## config.mk

```make
export PLATFORM = sky130hd
export DESIGN_NAME = clkgate_blkwr_ctrl
export DESIGN_NICKNAME = d
export VERILOG_FILES = /design/src/rtl/cg_pkg.sv /design/src/rtl/cg_line_sync.sv /design/src/rtl/cg_blkwr_slave.sv /design/src/rtl/cg_out_gate.sv /design/src/rtl/clkgate_blkwr_ctrl.sv
export SDC_FILE = /design/constraint.sdc
export NUM_CORES = 1
export LEC_CHECK = 0
export BUFFER_PORTS_ARGS = -buffer_cell sky130_fd_sc_hd__clkbuf_2
export CORE_MARGIN = 2
export CORE_UTILIZATION = 25
export CTS_BUF_LIST = sky130_fd_sc_hd__clkbuf_2 sky130_fd_sc_hd__clkbuf_4 sky130_fd_sc_hd__clkbuf_8
export DETAILED_ROUTE_END_ITERATION = 16
export GPL_ROUTABILITY_DRIVEN = 1
export SYNTH_ARGS = -nofsm -noshare
export SYNTH_HDL_FRONTEND = slang
export SYNTH_SLANG_ARGS = --single-unit
```

## constraint.sdc

```tcl
create_clock -name clk -period 2.5 [get_ports clk]
set_input_delay 0 -clock clk [delete_from_list [all_inputs] [get_ports clk]]
set_output_delay 0 -clock clk [all_outputs]
set_load 0.02 [all_outputs]
```

## src/rtl/cg_pkg.sv

```systemverilog
package cg_pkg;
  // address, command and count precede the data bytes
  localparam int HDR_BYTES = 3;
  localparam int N_PAIRS   = 6;
  localparam int FB_BIT    = 4;
  localparam logic [7:0] RST_A = 8'h1F;
  localparam logic [7:0] RST_B = 8'hFF;

  // pair enables, index 5 down to 0
  function automatic logic [N_PAIRS-1:0] pair_map(input logic [7:0] a, input logic [7:0] b);
    return {a[2], a[1], a[0], b[4], b[2], b[0]};
  endfunction
endpackage

```

## src/rtl/cg_line_sync.sv

```systemverilog
module cg_line_sync #(
  parameter int STAGES = 2
) (
  input  logic clk,
  input  logic rst,
  input  logic scl_in,
  input  logic sda_in,
  output logic sda_lvl,
  output logic scl_rise,
  output logic scl_fall,
  output logic start_det,
  output logic stop_det
);
  logic [STAGES-1:0] scl_sh, sda_sh;
  logic scl_q, sda_q, scl_lvl;

  always_ff @(posedge clk) begin
    if (rst) begin
      scl_sh <= '1;
      sda_sh <= '1;
      scl_q  <= 1'b1;
      sda_q  <= 1'b1;
    end else begin
      scl_sh <= {scl_sh[STAGES-2:0], scl_in};
      sda_sh <= {sda_sh[STAGES-2:0], sda_in};
      scl_q  <= scl_sh[STAGES-1];
      sda_q  <= sda_sh[STAGES-1];
    end
  end

  assign scl_lvl   = scl_sh[STAGES-1];
  assign sda_lvl   = sda_sh[STAGES-1];
  assign scl_rise  = scl_lvl & ~scl_q;
  assign scl_fall  = ~scl_lvl & scl_q;
  // data edges while the clock line stays high
  assign start_det = scl_lvl & scl_q & sda_q & ~sda_lvl;
  assign stop_det  = scl_lvl & scl_q & ~sda_q & sda_lvl;
endmodule

```

## src/rtl/cg_blkwr_slave.sv

```systemverilog
module cg_blkwr_slave
  import cg_pkg::*;
#(
  parameter logic [6:0] DEV_ADDR = 7'h69,
  parameter int         N_DUMMY  = 6
) (
  input  logic       clk,
  input  logic       rst,
  input  logic       sda_lvl,
  input  logic       scl_rise,
  input  logic       scl_fall,
  input  logic       start_det,
  input  logic       stop_det,
  output logic       sda_oe,
  output logic [7:0] reg_a,
  output logic [7:0] reg_b
);
  localparam int IDX_REGA = HDR_BYTES + N_DUMMY;
  localparam int IDX_REGB = IDX_REGA + 1;
  localparam int IDX_MAX  = IDX_REGB + 1;
  localparam int IW       = $clog2(IDX_MAX + 1);

  logic          active, in_ack;
  logic [3:0]    bit_cnt;
  logic [7:0]    sh;
  logic [IW-1:0] byte_idx;
  logic          addr_ok;

  assign addr_ok = (sh[7:1] == DEV_ADDR) && !sh[0];

  always_ff @(posedge clk) begin
    if (rst) begin
      active   <= 1'b0;
      in_ack   <= 1'b0;
      bit_cnt  <= '0;
      sh       <= '0;
      byte_idx <= '0;
      sda_oe   <= 1'b0;
      reg_a    <= RST_A;
      reg_b    <= RST_B;
    end else if (start_det) begin
      active   <= 1'b1;
      in_ack   <= 1'b0;
      bit_cnt  <= '0;
      byte_idx <= '0;
      sda_oe   <= 1'b0;
    end else if (stop_det) begin
      active <= 1'b0;
      in_ack <= 1'b0;
      sda_oe <= 1'b0;
    end else if (active) begin
      if (scl_rise && bit_cnt < 4'd8) begin
        sh      <= {sh[6:0], sda_lvl};
        bit_cnt <= bit_cnt + 4'd1;
      end else if (scl_fall && bit_cnt == 4'd8 && !in_ack) begin
        if (byte_idx == '0 && !addr_ok) begin
          active <= 1'b0;
        end else begin
          sda_oe <= 1'b1;
          in_ack <= 1'b1;
        end
        if (byte_idx == IW'(IDX_REGA)) reg_a <= sh;
        if (byte_idx == IW'(IDX_REGB)) reg_b <= sh;
      end else if (scl_fall && in_ack) begin
        sda_oe  <= 1'b0;
        in_ack  <= 1'b0;
        bit_cnt <= '0;
        if (byte_idx != IW'(IDX_MAX)) byte_idx <= byte_idx + 1'b1;
      end
    end
  end

  a_r2_pulldown_needs_transfer: assert property (@(posedge clk) disable iff (rst)
    sda_oe |-> active);
  a_r6_stop_releases: assert property (@(posedge clk) disable iff (rst)
    stop_det |=> (!sda_oe && !active));
  a_r3_rega_slot: assert property (@(posedge clk) disable iff (rst)
    (reg_a != $past(reg_a)) |-> ($past(byte_idx) == IW'(IDX_REGA)));
  a_r3_regb_slot: assert property (@(posedge clk) disable iff (rst)
    (reg_b != $past(reg_b)) |-> ($past(byte_idx) == IW'(IDX_REGB)));
  a_r5_frozen_past_end: assert property (@(posedge clk) disable iff (rst)
    (active && byte_idx == IW'(IDX_MAX)) |=> ($stable(reg_a) && $stable(reg_b)));
endmodule

```

## src/rtl/cg_out_gate.sv

```systemverilog
module cg_out_gate #(
  parameter int W  = 7,
  parameter int NC = 6
) (
  input  logic          clk,
  input  logic          rst,
  input  logic          ref_clk,
  input  logic [W-1:0]  en_req,
  output logic [W-1:0]  out_t,
  output logic [NC-1:0] out_c
);
  logic [W-1:0] en_live;

  // new enables are taken only in the low phase of the reference
  always_ff @(posedge clk) begin
    if (rst)           en_live <= '1;
    else if (!ref_clk) en_live <= en_req;
  end

  for (genvar i = 0; i < W; i++) begin : g_lane
    assign out_t[i] = ref_clk & en_live[i];
    if (i < NC) begin : g_comp
      assign out_c[i] = ~(ref_clk & en_live[i]);
    end
  end

  a_r8_hold_high: assert property (@(posedge clk) disable iff (rst)
    $past(ref_clk) |-> $stable(en_live));
endmodule

```

## src/rtl/clkgate_blkwr_ctrl.sv

```systemverilog
module clkgate_blkwr_ctrl
  import cg_pkg::*;
#(
  parameter logic [6:0] DEV_ADDR    = 7'h69,
  parameter int         N_DUMMY     = 6,
  parameter int         SYNC_STAGES = 2
) (
  input  logic               clk,
  input  logic               rst,
  input  logic               scl_in,
  input  logic               sda_in,
  output logic               sda_oe,
  input  logic               ref_clk,
  output logic [N_PAIRS-1:0] pair_en,
  output logic               fb_en,
  output logic [7:0]         reg_a_q,
  output logic [7:0]         reg_b_q,
  output logic [N_PAIRS-1:0] clk_t,
  output logic [N_PAIRS-1:0] clk_c,
  output logic               clk_fb
);
  localparam int NLANE = N_PAIRS + 1;

  logic sda_lvl, scl_rise, scl_fall, start_det, stop_det;
  logic [NLANE-1:0] gt_t;

  cg_line_sync #(.STAGES(SYNC_STAGES)) u_sync (
    .clk(clk), .rst(rst), .scl_in(scl_in), .sda_in(sda_in),
    .sda_lvl(sda_lvl), .scl_rise(scl_rise), .scl_fall(scl_fall),
    .start_det(start_det), .stop_det(stop_det)
  );

  cg_blkwr_slave #(.DEV_ADDR(DEV_ADDR), .N_DUMMY(N_DUMMY)) u_slave (
    .clk(clk), .rst(rst), .sda_lvl(sda_lvl), .scl_rise(scl_rise),
    .scl_fall(scl_fall), .start_det(start_det), .stop_det(stop_det),
    .sda_oe(sda_oe), .reg_a(reg_a_q), .reg_b(reg_b_q)
  );

  assign pair_en = pair_map(reg_a_q, reg_b_q);
  assign fb_en   = reg_a_q[FB_BIT];

  cg_out_gate #(.W(NLANE), .NC(N_PAIRS)) u_gate (
    .clk(clk), .rst(rst), .ref_clk(ref_clk), .en_req({fb_en, pair_en}),
    .out_t(gt_t), .out_c(clk_c)
  );

  assign clk_t  = gt_t[N_PAIRS-1:0];
  assign clk_fb = gt_t[N_PAIRS];
endmodule

```

# After elaboration in Yosys (flattened, before gate mapping)
# Index checks and enable logic that the tools add are counted.
[word_totals] reg_bits=47 word_cells=82 output_inout_bits=37
[classes] eq_ne=7 addsub=2 muxes=12 n_bitwise=28 n_lt_le_gt_ge=1 reduce_logical=20
[ops] operator="$reduce_and A6 Y1" n=3
[ops] operator="$and A1 B1 Y1" n=14
[ops] operator="$not A1 Y1" n=14
[ops] operator="$eq A4 B4 Y1 const B" n=3
[ops] operator="$mux W4" n=3
[ops] operator="$reduce_and A4 Y1" n=3
[ops] operator="$mux W1" n=9
[ops] operator="$add A4 B1 Y4 const B" n=2
[ops] operator="$eq A7 B7 Y1 const B" n=1
[ops] operator="$logic_and A1 B1 Y1" n=6
[ops] operator="$logic_not A4 Y1" n=1
[ops] operator="$lt A4 B4 Y1 const B" n=1
[ops] operator="$ne A4 B4 Y1 const B" n=1
[ops] operator="$reduce_bool A2 Y1" n=2
[ops] operator="$logic_not A1 Y1" n=3
[ops] operator="$reduce_or A3 Y1" n=1
[ops] operator="$ne A2 B1 Y1 const B" n=1
[ops] operator="$ne A2 B2 Y1 const B" n=1
[ops] operator="$reduce_or A2 Y1" n=1

# Depth between registers and ports, before layout
[logic_depth] ltp_word=10 ltp_mapped=6 depth_no_buf=5

# Hierarchy
# Synthesis repeated with hierarchy kept, for this count alone.
[unflattened] hier_cells=230 hier_area_um2=2087.0
[modules_own_cells] module="cg_blkwr_slave" cells_per_inst=178 n_inst=1 area_per_inst_um2=1569.0
[modules_own_cells] module="cg_out_gate" cells_per_inst=29 n_inst=1 area_per_inst_um2=275.3
[modules_own_cells] module="cg_line_sync" cells_per_inst=16 n_inst=1 area_per_inst_um2=190.2
[modules_own_cells] module="clkgate_blkwr_ctrl" cells_per_inst=7 n_inst=1 area_per_inst_um2=52.6

# Worst setup path after synthesis
# Ideal clock, no wire load.
[synth_timing] path_kind="register -> register" startpoint="register u_slave.byte_idx[0]" endpoint="register u_slave.active" path_slack_ps=1047 t_arrival_ps=1317 period_less_slack_ps=1453 setup_time_ps=135 stages_incl_launch_ff=6 required_ps=2365 cell_sequence="dfxtp_1 -> inv_1 -> ha_1 -> or3b_1 -> a2111oi_0 -> a311oi_1"
[synth_between] elab_chain_len=8
[synth_lines] item="start, declared" line="cg_blkwr_slave.sv:26" text="logic [IW-1:0] byte_idx;"
[synth_lines] item="start signal, assigned" line="cg_blkwr_slave.sv:68" text="if (byte_idx != IW'(IDX_MAX)) byte_idx <= byte_idx + 1'b1;"
[synth_lines] item="$logic_not A4 Y1" line="cg_blkwr_slave.sv:56" text="if (byte_idx == '0 && !addr_ok) begin"
[synth_lines] item="$logic_and A1 B1 Y1" line="cg_blkwr_slave.sv:56"
[synth_lines] item="$mux W1" line="cg_blkwr_slave.sv:56"
[synth_lines] item="$mux W1" line="cg_blkwr_slave.sv:55" text="end else if (scl_fall && bit_cnt == 4'd8 && !in_ack) begin"
[synth_lines] item="$mux W1" line="cg_blkwr_slave.sv:52" text="if (scl_rise && bit_cnt < 4'd8) begin"
[synth_lines] item="$mux W1" line="cg_blkwr_slave.sv:51" text="end else if (active) begin"
[synth_lines] item="$mux W1" line="cg_blkwr_slave.sv:47" text="end else if (stop_det) begin"
[synth_lines] item="$mux W1" line="cg_blkwr_slave.sv:41" text="end else if (start_det) begin"
[synth_lines] item="end signal, assigned" line="cg_blkwr_slave.sv:42" text="active <= 1'b1;"
[synth_lines] item="end signal, assigned" line="cg_blkwr_slave.sv:48" text="active <= 1'b0;"
[synth_lines] item="end signal, assigned" line="cg_blkwr_slave.sv:57" text="active <= 1'b0;"
[synth_lines] item="end, declared" line="cg_blkwr_slave.sv:23" text="logic active, in_ack;"
# Every way passes these cells.
# A chain may end at the register's enable or synchronous reset.

# Worst setup path in the final report
[layout_timing] startpoint="register u_slave.bit_cnt[0]" endpoint="register u_slave.reg_b[7]"
[layout_between] elab_chain_len=4 elab_cells_between_ends=7
[layout_lines] item="start, declared" line="cg_blkwr_slave.sv:24" text="logic [3:0] bit_cnt;"
[layout_lines] item="start signal, assigned" line="cg_blkwr_slave.sv:54" text="bit_cnt <= bit_cnt + 4'd1;"
[layout_lines] item="$lt A4 B4 Y1 or $eq A4 B4 Y1 (tied branches)" line="cg_blkwr_slave.sv:52, cg_blkwr_slave.sv:55"
[layout_lines] item="$logic_and A1 B1 Y1 (on tied branches)" line="cg_blkwr_slave.sv:52, cg_blkwr_slave.sv:55"
[layout_lines] item="$not A1 Y1 (no line) or $logic_and A1 B1 Y1 (tied branches)"
[layout_lines] item="$reduce_and A6 Y1 (no line) *"
[layout_lines] item="end signal, assigned" line="cg_blkwr_slave.sv:63" text="if (byte_idx == IW'(IDX_REGB)) reg_b <= sh;"
[layout_lines] item="end, declared" line="cg_blkwr_slave.sv:16" text="output logic [7:0] reg_b"
# Every way passes the cells marked *; elsewhere a longest branch is shown, timed or not.

==> impl_metrics.py <==
metrics = {
    "run_status": {
        "run_status": "finished, final reports clean",
    },
    "cts": {
        "htreeDepth": 2,
        "clock_latency_ns": 0.30,
        "cts.path.max_buffers": 2,
        "cts_root_buf": "clkbuf_8",
        "cts_buffers": 5,
        "cts_tree": "yes",
        "clkSinkCount": 47,
        "cts_resized": 0,
        "clkTransAtPathRegs_ns": 0.10,
    },
    "floorplanning": {
        "die-width_um": 95.4,
        "fp.dieH_um": 95.4,
        "num_rows": 33,
        "die_area_sq_mm": 0.00910,
        "ios": 42,
        "initial_utilization": 0.256,
        "core_region_area_sq_mm": 0.00818,
    },
    "global_route": {
        "grt_start_max_net_pins": 41,
        "antenna_found_initial": 0,
        "track_usage": 0.0972,
        "overflow": 0,
        "grt_pass1_wl_um": 6980,
        "grt_pass1_vias": 1520,
    },
    "layout": {
        "drive_above_1_share": 0.233,
        "nets": 280,
        "n_antenna_cell": 0,
        "area_growth_pct": 19.6,
        "n_fill_cell": 875,
        "design_area_sq_mm": 0.00250,
        "final_util": 0.306,
    },
    "critical_path": {
        "r2r_start": "u_slave.bit_cnt[0]",
        "critical_path_arrival_ns": 2.04,
        "r2r_slack_ns": 0.69,
        "critPathLaunchType": "flip-flop",
        "crit_start": "u_slave.bit_cnt[0]",
        "r2r_cells": 5,
        "timing.critical_path.to": "u_slave.reg_b[7]",
        "endpoint_kind": "flip-flop",
        "r2r-end": "u_slave.reg_b[7]",
        "worstPathMaxFanout": 8,
        "crit_required_ns": 2.72,
        "crit_type": "reg2reg",
    },
    "sta": {
        "finalClockSkew_ns": 0.0142,
        "rsz0062_at_grt": "no",
        "worst_pin_slew_ns": 0.508,
        "tns_ns": 0,
        "slew_viol_final": 0,
        "fmax_ghz": 0.552,
        "hold_violations": 0,
        "min_period_ns": 1.81,
        "fin_crit_sh": 0.725,
        "max_slew_margin": 0.652,
        "setup_viol": 0,
    },
    "detailed_routing": {
        "drt-vias-per-instance": 4.49,
        "postRouteAntennaNets": 0,
        "drt-total-wl_um": 4180,
        "dr.pass1.iters": 4,
        "drc": 0,
        "vias": 1684,
        "wl_per_cell_um": 11.1,
        "drt_first_iter_violations": 87,
    },
    "min_path": {
        "worstHoldPathType": "in2reg",
        "min-delay-start": "ref_clk",
    },
    "pwr": {
        "power_density_mw_per_mm2": 614,
        "ir_drop_mv": 0.288,
        "finalPower_uw": 1530,
        "leakage_uw": 0.00100,
    },
    "placed_design": {
        "gp_congestion": 0.786,
        "dpl_cell_area_sq_mm": 0.00233,
        "port_buffers": 41,
        "hpwl_um": 3000,
    },
    "flow_run": {
        "cap_violations": 0,
    },
    "logic_synthesis": {
        "yosysWarnings": 0,
        "netlist_top_cells_area": "dfxtp_1 45%, mux2i_1 7.2%, nand2_1 5.9%, a21oi_1 5.3%, nor2_1 4.1%",
        "synth_edf_count": 0,
        "yosys-top-cells-count": "47 x dfxtp_1, 33 x nand2_1, 23 x nor2_1",
        "postSynthNetCount": 243,
        "synth.largest_area_cell": "dfxtp_1",
        "synth_top_area_frac": 0.450,
        "avgSynthCellArea_sq_um": 9.01,
        "yosys.cell_count.top_type": "dfxtp_1",
        "async_flop_share": 0,
        "synth_seq_cells": 47,
        "netlist_instances": 232,
        "yosys_most_used_dff": "dfxtp_1",
        "synth.distinct_cells": 43,
        "ys_seq_area_frac": 0.450,
        "syn-cell-area_sq_mm": 0.00209,
    },
}
-- critical path, stage by stage (launching register included) --
cell	delay [ns]
dfxtp_1	0.34
inv_1	0.08
ha_1	0.16
nand4bb_1	0.33
nor3_4	0.58
mux2i_1	0.25
-- state kept, by name, indices dropped and copies added (netlist names) --
name	count
u_slave.in_ack	1
u_slave.active	1
u_slave.sh	8
u_slave.bit_cnt	4
u_sync.sda_q	1
u_sync.scl_sh	2
u_slave.byte_idx	4
u_sync.scl_q	1
u_gate.en_live	7
u_slave.reg_a	8
u_slave.reg_b	8
u_sync.sda_sh	2
-- per-layer routing --
metal | part of all wire | GRT usage | up-vias
li1 | - | - | 859
met1 | 0.49 | 0.128 | 790
met2 | 0.46 | 0.156 | 33
met3 | 0.045 | 0.0245 | 2
met4 | 0.0069 | 0.0298 | 0
met5 | 0 | 0 | -
-- what timing repair did --
action                     CTS  global route
setup endpoints to repair    0             0
hold buffers                 3             0
hold endpoints to repair     3             0
buffers inserted             0             0
-- logic make-up after synthesis --
kind of cell / after synthesis / share of synthesized area
AOI/OAI and AO/OA: 36 / 0.0988
xor gates and xnor gates: 1 / 0.00419
adders and majority gates: 6 / 0.0359
buffers and inverters: 31 / 0.0808
DFF: 47 / 0.450
muxes: 15 / 0.0719
and+or+nand+nor: 96 / 0.258
-- report_power, final --
part | internal, uW | switching (uW)
sequential | 759 | 7.81
combinational | 30.8 | 58.7
clock | 406 | 272
-- area by class of cell --
type                            instances  area [sq um]  area share
Tap cell                              105           131      0.0526
Clock buffer                            5          68.8      0.0275
Sequential cell                        47           941       0.377
Clock inverter                          3          71.3      0.0285
Multi-Input combinational cell        154           980       0.392
Timing Repair Buffer                   46           250       0.100
Inverter                               15          56.3      0.0225
-- layout by cell type, fill, tap and decap left out, types with 2 or more instances in the layout --
cell / n
clkbuf_2: 41
ha_1: 6
buf_4: 2
clkbuf_8: 5
o31ai_1: 3
dfxtp_1: 47
o21ai_1: 2
nor3_4: 2
nand3_1: 7
or2_2: 6
dlygate4sd3_1: 3
bufinv_16: 2
nand2_1: 33
nand3b_1: 2
mux2i_1: 15
nor2_1: 23
or3_1: 2
inv_1: 15
nand4bb_1: 2
a21oi_1: 22
o21ai_0: 3
nand4_1: 4
-- through the flow --
step / cells / setup WS [ns] / hold WS [ns]
global route: 375 / 0.512 / 0.0795
CTS: 375 / 0.670 / 0.0480
floorplan: 232 / 1.05 / 0.104
finish: 375 / 0.688 / 0.0475
global placement: 364 / 0.744 / 0.186
detailed placement: 364 / 0.683 / 0.186
-- worst min-delay path by stage --
stage / cells past startpoint / slack (ns) / to
after floorplan: 1 / 0.10 / u_sync.scl_sh[0]
after global routing: 3 / 0.08 / u_gate.en_live[0]
after global placement: 2 / 0.19 / u_sync.scl_sh[0]
after detailed placement: 2 / 0.19 / u_sync.scl_sh[0]
final: 3 / 0.05 / u_gate.en_live[4]
after CTS: 3 / 0.05 / u_gate.en_live[0]
(Power assumes the default switching activity.)
